<file path="src/rtl/vic_pkg.sv">
package vic_pkg;
  // Strobes passed from control to datapath
  typedef struct packed {
    logic latchEn;     // priority register may load at the next falling edge
    logic substitute;  // drive the vector byte and disable memory
  } vicCtrl_t;
endpackage

</file>
<file path="src/rtl/vic_datapath.sv">
module vic_datapath #(
  parameter int NUM_SRC = 8,
  parameter logic [7:0] VEC_BASE = 8'hE0,
  localparam int IDX_W = $clog2(NUM_SRC)
) (
  input  logic                 clk,
  input  logic                 rstN,
  input  logic [NUM_SRC-1:0]   irqReq,
  input  vic_pkg::vicCtrl_t    ctrl,
  output logic                 heldValid,
  output logic [7:0]           dataOut
);
  localparam logic [7:0] IDX_MASK = 8'(((1 << IDX_W) - 1) << 1) | 8'h01;

  logic [IDX_W-1:0] encIdx;
  logic             encValid;
  logic [IDX_W-1:0] heldIdx;

  // Priority encoder: the highest index wins
  always_comb begin
    encIdx   = '0;
    encValid = 1'b0;
    for (int i = 0; i < NUM_SRC; i++) begin
      if (irqReq[i]) begin
        encIdx   = IDX_W'(i);
        encValid = 1'b1;
      end
    end
  end

  // Held result, loaded on the inverted clock phase
  always_ff @(negedge clk or negedge rstN) begin
    if (!rstN) begin
      heldIdx   <= '0;
      heldValid <= 1'b0;
    end else if (ctrl.latchEn) begin
      heldIdx   <= encIdx;
      heldValid <= encValid;
    end
  end

  always_comb begin
    dataOut = 8'h00;
    if (ctrl.substitute)
      dataOut = (VEC_BASE & ~IDX_MASK) | (8'(heldIdx) << 1);
  end

  // the held result changes only when control allows a load
  a_r8_hold_when_blocked: assert property (@(negedge clk) disable iff (!rstN)
    !ctrl.latchEn |=> $stable(heldIdx) && $stable(heldValid));
endmodule

</file>
<file path="src/rtl/vic_ctrl.sv">
module vic_ctrl (
  input  logic               clk,
  input  logic               rstN,
  input  logic               vecPull,
  input  logic               addr0,
  input  logic               rdStrobe,
  input  logic               heldValid,
  output vic_pkg::vicCtrl_t  ctrl
);
  logic frozen;

  // Set on the first vector read, cleared once vector-pull ends
  always_ff @(negedge clk or negedge rstN) begin
    if (!rstN)        frozen <= 1'b0;
    else if (vecPull) frozen <= frozen | rdStrobe;
    else              frozen <= 1'b0;
  end

  always_comb begin
    ctrl.latchEn    = !vecPull || !(frozen || rdStrobe);
    ctrl.substitute = vecPull && !addr0 && rdStrobe && heldValid;
  end

  // while frozen and vector-pull is still high, loading is blocked
  a_r8_frozen_blocks: assert property (@(negedge clk) disable iff (!rstN)
    (frozen && vecPull) |-> !ctrl.latchEn);
endmodule

</file>
<file path="src/rtl/vic_top.sv">
module vic_top #(
  parameter int NUM_SRC = 8,
  parameter logic [7:0] VEC_BASE = 8'hE0
) (
  input  logic               clk,
  input  logic               rstN,
  input  logic [NUM_SRC-1:0] irqReq,
  input  logic               vecPull,
  input  logic               addr0,
  input  logic               rdStrobe,
  output logic               irqN,
  output logic [7:0]         dataOut,
  output logic               dataOe,
  output logic               memDisable
);
  vic_pkg::vicCtrl_t ctrl;
  logic heldValid;

  assign irqN = ~(|irqReq);

  vic_ctrl u_ctrl (
    .clk(clk), .rstN(rstN), .vecPull(vecPull), .addr0(addr0),
    .rdStrobe(rdStrobe), .heldValid(heldValid), .ctrl(ctrl)
  );

  vic_datapath #(.NUM_SRC(NUM_SRC), .VEC_BASE(VEC_BASE)) u_dp (
    .clk(clk), .rstN(rstN), .irqReq(irqReq), .ctrl(ctrl),
    .heldValid(heldValid), .dataOut(dataOut)
  );

  assign dataOe     = ctrl.substitute;
  assign memDisable = ctrl.substitute;

  // a high-byte vector read is never substituted
  a_r5_high_byte_memory: assert property (@(posedge clk) disable iff (!rstN)
    (vecPull && addr0) |-> (!dataOe && !memDisable));
  // the bus is released whenever the buffer is off
  a_r4_released_bus: assert property (@(posedge clk) disable iff (!rstN)
    !dataOe |-> (dataOut == 8'h00));
  // the substituted byte is always even
  a_r3_even_slot: assert property (@(posedge clk) disable iff (!rstN)
    dataOe |-> !dataOut[0]);
  // without a pending source, memory is never disabled
  a_r6_no_pending: assert property (@(posedge clk) disable iff (!rstN)
    !heldValid |-> !memDisable);
endmodule

</file>
<file path="config.mk">
export PLATFORM = sky130hd
export DESIGN_NAME = vic_top
export DESIGN_NICKNAME = d
export VERILOG_FILES = /design/src/rtl/vic_pkg.sv /design/src/rtl/vic_datapath.sv /design/src/rtl/vic_ctrl.sv /design/src/rtl/vic_top.sv
export SDC_FILE = /design/constraint.sdc
export NUM_CORES = 1
export LEC_CHECK = 0
export CAP_MARGIN = 20
export CORE_AREA = 2 2 39 41
export CTS_BUF_LIST = sky130_fd_sc_hd__clkbuf_16
export DETAILED_ROUTE_END_ITERATION = 16
export DIE_AREA = 0 0 41 43
export SETUP_SLACK_MARGIN = 0.3
export SLEW_MARGIN = 20
export SYNTH_ARGS = -nofsm -noshare
export SYNTH_HDL_FRONTEND = slang
export SYNTH_SLANG_ARGS = --single-unit
</file>
<file path="constraint.sdc">
create_clock -name clk -period 1 [get_ports clk]
set_input_delay 0.25 -clock clk [delete_from_list [all_inputs] [get_ports clk]]
set_output_delay 0.25 -clock clk [all_outputs]
set_load 0.01 [all_outputs]
</file>
# Word-level counts from Yosys, hierarchy flattened
# Index checks and enable logic that the tools add are counted.
[word_totals]
mem_bits_rw = 0
in_bits = 13
latch_bits = 0
mem_bits_ro = 0
mem_count = 0
output_inout_bits = 11
ff_bits = 5
[op_classes]
order_cmp = 0
shifts = 0
mul = 0
bitwise = 2
n_div = 0
n_eq_ne = 0
n_addsub = 0
n_mux = 17
reduce_logical = 9
[op_table]
columns = ["operator", "count"]
rows = [
  ["$mux 3", 6],
  ["$mux 1", 10],
  ["$mux 8", 1],
  ["$reduce_or 8->1", 1],
  ["$logic_and 1x1->1", 3],
  ["$logic_not 1->1", 3],
  ["$logic_or 1x1->1", 2],
  ["$not 1->1", 1],
  ["$or 1x1->1", 1],
]

# Depth between registers and ports, before layout
# Gate-level depths: netlist of run 1.
[depth]
ltp_word = 8
depth_mapped = 3
depth_no_buf = 3

# Modules after synthesis
# Synthesis of run 1 repeated with hierarchy kept, for this count alone.
[unflattened]
cells_unflattened = 40
area_unflattened_um2 = 336.6
[by_module_without_submodules]
columns = ["mod", "cells_each", "n_inst", "area_per_inst_um2", "seq_area_each_um2"]
rows = [
  ["vic_datapath", 32, 1, 262.8, 100.1],
  ["vic_ctrl", 4, 1, 47.5, 25.0],
  ["vic_top", 4, 1, 26.3, 0.0],
]

==> summary.md, run 1 <==
| Metric | Value |
|---|---|
| Status | finished with violations |
| Failing checks | negative setup slack |
| Clock Pin Slew Worst Setup and Hold Paths | approximately 30 ps |
| Finished Layout Cells | 86 |
| Seq pwr share | between 20% and 30% |
| Core Area | around 1400 um2 |
| Global Route met1 Usage | 8.553% |
| Average wire per standard cell | between 10 and 15 um |
| Drt via density | 4.349 |
| Register Area | 125.1 um2 |
| Inserted Clock Buffers | 3 |
| Reg2Reg Setup Slack | around 100 ps |
| Die span in x | 41 um |
| Seq/Total Area, Yosys | 39.84% |
| Port buffer count | 21 |
| CP Data Required Time | 750 ps |
| RePlAce Congestion | 0.6633 |
| GRT busiest layer | met2 |
| NetSw | 208.5 uW |
| Critical Setup Path Class | reg2out |
| Max clock buf depth | 2 |
| YS warnings | 0 |
| Gr ovfl total | 0 |
| Fill count | 135 |
| Synth unique cells | 15 |
| Clock latency on the worst-skew pair | between 200 and 300 ps |
| DIE AREA | between 1500 and 2000 um2 |
| Clock Sink Count | 5 |
| Global-route wire length before repair | 1359 um |
| Diodes inserted | 0 |
| Clock Skews | 1.243 ps |
| Global-route usage over all layers | between 10% and 20% |
| Final worst setup slack | -1029 ps |
| CTS Hold Buffers Added | 0 |
| Switching part of the total power | 19.74% |
| Worst path arrival time | around 1800 ps |
| Synth Instances | 36 |
| CTS HTree Levels | 1 |
| I/O Pins | 24 |
| Pre-Repair DR Iteration Count | 2 |
| Mean cell area of the mapped netlist | ~8.7 um2 |
| RSZ-0062 raised after global routing | true |
| Vias in the first global route | between 300 and 400 |
| Crit. End Element | output pin |
| Multi-input logic area | 176.4 um2 |
| Initial antenna violation count | 0 |
| Post-route DRC | 0 |
| Clock network power share | 61.4% |
| Hold WS | 327.8 ps |
| Max-slew violation count | 0 |
| Largest net degree at the start of global routing | 6 |
| TritonCTS clock tree | yes |
| Leak | 0.0003601 uW |
| Pre-CTS worst setup slack | -1133 ps |
| Crit. Startpoint | u_dp.heldValid$_DFFE_NN0N_ |
| Crit-path max FO | 2 |
| CTS Root Cell | clkbuf_16 |
| Final hold vios | 0 |
| DRT antenna net count | 0 |
| Reg-to-reg startpoint | u_ctrl.frozen$_DFF_NN0_ |
| Starting Density | 22.69% |
| Routed wire length | 868 um |
| Post-Place Cells | 74 |
| Post-Synthesis Cell Area | between 300 and 400 um2 |
| Maxcap violations | 0 |
| Met3 Resource Use GR | around 5.2% |
| Vias | 374 |
| Met2 Track Usage GR | 21.56% |
| Setup violators final | 14 |
| Worst IR Drop VDD | 638.0 uV |
| Share of cells above drive strength 1 | 58.57% |
| Row cnt | 14 |
| Worst min path class | in2async |
| Logic pwr share | 17.2% |
| Power Density | 1410 nW/um2 |
| NumNets Final | between 80 and 90 |
| Die H | 43 um |
| Internal power | 848.1 uW |
| Yosys reg bits | 5 |
| Layout area overhead | 138.6% |
| DR iter-0 viols | 2 |
| Critical path launch point type | flop |
critical path, stage by stage, from the launching register on:
cell and delay, ps:
dfrtn_1 390, and4b_2 230, buf_6 100, buf_6 80
and2_4 120, buf_6 90
final timing paths:
check | to | depth (start not counted)
hold / removal | u_dp.heldValid$_DFFE_NN0N_ | 1
hold reg to reg | u_dp.heldIdx[0]$_DFFE_NN0N_ | 2
min in group clk | u_dp.heldIdx[0]$_DFFE_NN0N_ | 2
setup reg to reg | u_dp.heldIdx[2]$_DFFE_NN0N_ | 3
setup / recovery | dataOut[2] | 5
max in group asynchronous | u_dp.heldIdx[2]$_DFFE_NN0N_ | 1
kinds of logic after synthesis:
| logic type | after synthesis | synth area share (%) |
|---|---|---|
| simple gates | 14 | 25.90 |
| buf+inv | 9 | 17.93 |
| compound gates | 7 | 15.14 |
| flops | 5 | 39.84 |
| other cells | 1 | 1.194 |
per-layer routing:
layer / up-vias / share of wire [%]
li1: 183 / -
met1: 163 / 28
met2: 25 / 58
met3: 3 / 11
met4: 0 / 2.4
met5: - / 0
through the flow:
stage	area [um2]	utilization (%)	power, uW	TNS [ps]
3_3_place_gp	564.3	40.78	383.7	-13730
2_1_floorplan	334.1	-	292.0	-5889
6_report	749.5	54.16	1057	-10270
3_5_place_dp	564.3	40.78	384.8	-14020
5_1_grt	749.5	54.16	1090	-11070
4_1_cts	744.5	53.80	1064	-10330
area by class of cell:
class | count | share of cell area, %
repair buffers | 34 | 45.08
well taps | 16 | 2.671
inverters | 3 | 1.503
flip-flops and latches | 5 | 16.69
clock buffers | 3 | 10.02
clock inverters | 1 | 0.5008
multi-input cells | 24 | 23.54
what timing repair did:
| item | 4_1_cts | 5_1_grt |
|---|---|---|
| endpoints found under the setup margin | 19 | 14 |
| gates cloned | 1 | 0 |
| setup buffers | 7 | 0 |
| gates resized for setup | 79 | 2 |
| pin swaps | 10 | 1 |
cell usage in the layout, fill, tap and decap left out, drive strengths merged:
master / instances
buf: 26
nor2: 7
dfrtn: 5
inv: 4
clkdlybuf4s15: 4
and2: 3
a31oi: 3
clkbuf: 3
o21ai: 3
conb: 2
dlygate4sd2: 2
clkdlybuf4s50: 2
and4b: 1
nor4: 1
and3: 1
a21oi: 1
nand2b: 1
a221o: 1
power by group through the flow:
stage	registers (uW)	clock network [uW]	logic, uW
6_report	226	649	181
5_1_grt	228	665	197
4_1_cts	227	656	181
3_5_place_dp	227	0	158
3_3_place_gp	226	0	157
2_1_floorplan	225	0	66.5
synthesized netlist by cell type, drive strengths merged:
| cell | count | share of area [%] |
|---|---|---|
| a31oi | 3 | 6.0 |
| and2 | 3 | 6.0 |
| o21ai | 2 | 4.4 |
| a21oi | 1 | 1.6 |
| dfrtn | 5 | 40 |
| nand2b | 1 | 4.4 |
| and4b | 1 | 3.2 |
| a221o | 1 | 3.2 |
| inv | 3 | 3.6 |
| nor4 | 1 | 2.0 |
| nor2 | 7 | 8.4 |
| and3 | 1 | 2.0 |
| buf | 6 | 14 |
| conb | 1 | 1.2 |
state kept, by name, indices dropped and copies added, names as in the netlist:
register,flops
u_dp.heldValid,1
u_ctrl.frozen,1
u_dp.heldIdx,3
Power figures use the tool's default switching activity.
==> run 2, diff against run 1 <==
--- a/config.mk
+++ b/config.mk
@@ -11,6 +11,7 @@
 export DETAILED_ROUTE_END_ITERATION = 16
 export DIE_AREA = 0 0 41 43
 export SETUP_SLACK_MARGIN = 0.3
+export SKIP_LAST_GASP = 1
 export SLEW_MARGIN = 20
 export SYNTH_ARGS = -nofsm -noshare
 export SYNTH_HDL_FRONTEND = slang
==> results of run 2 <==
Final layout, timing and power as in run 1 (identical DEF).
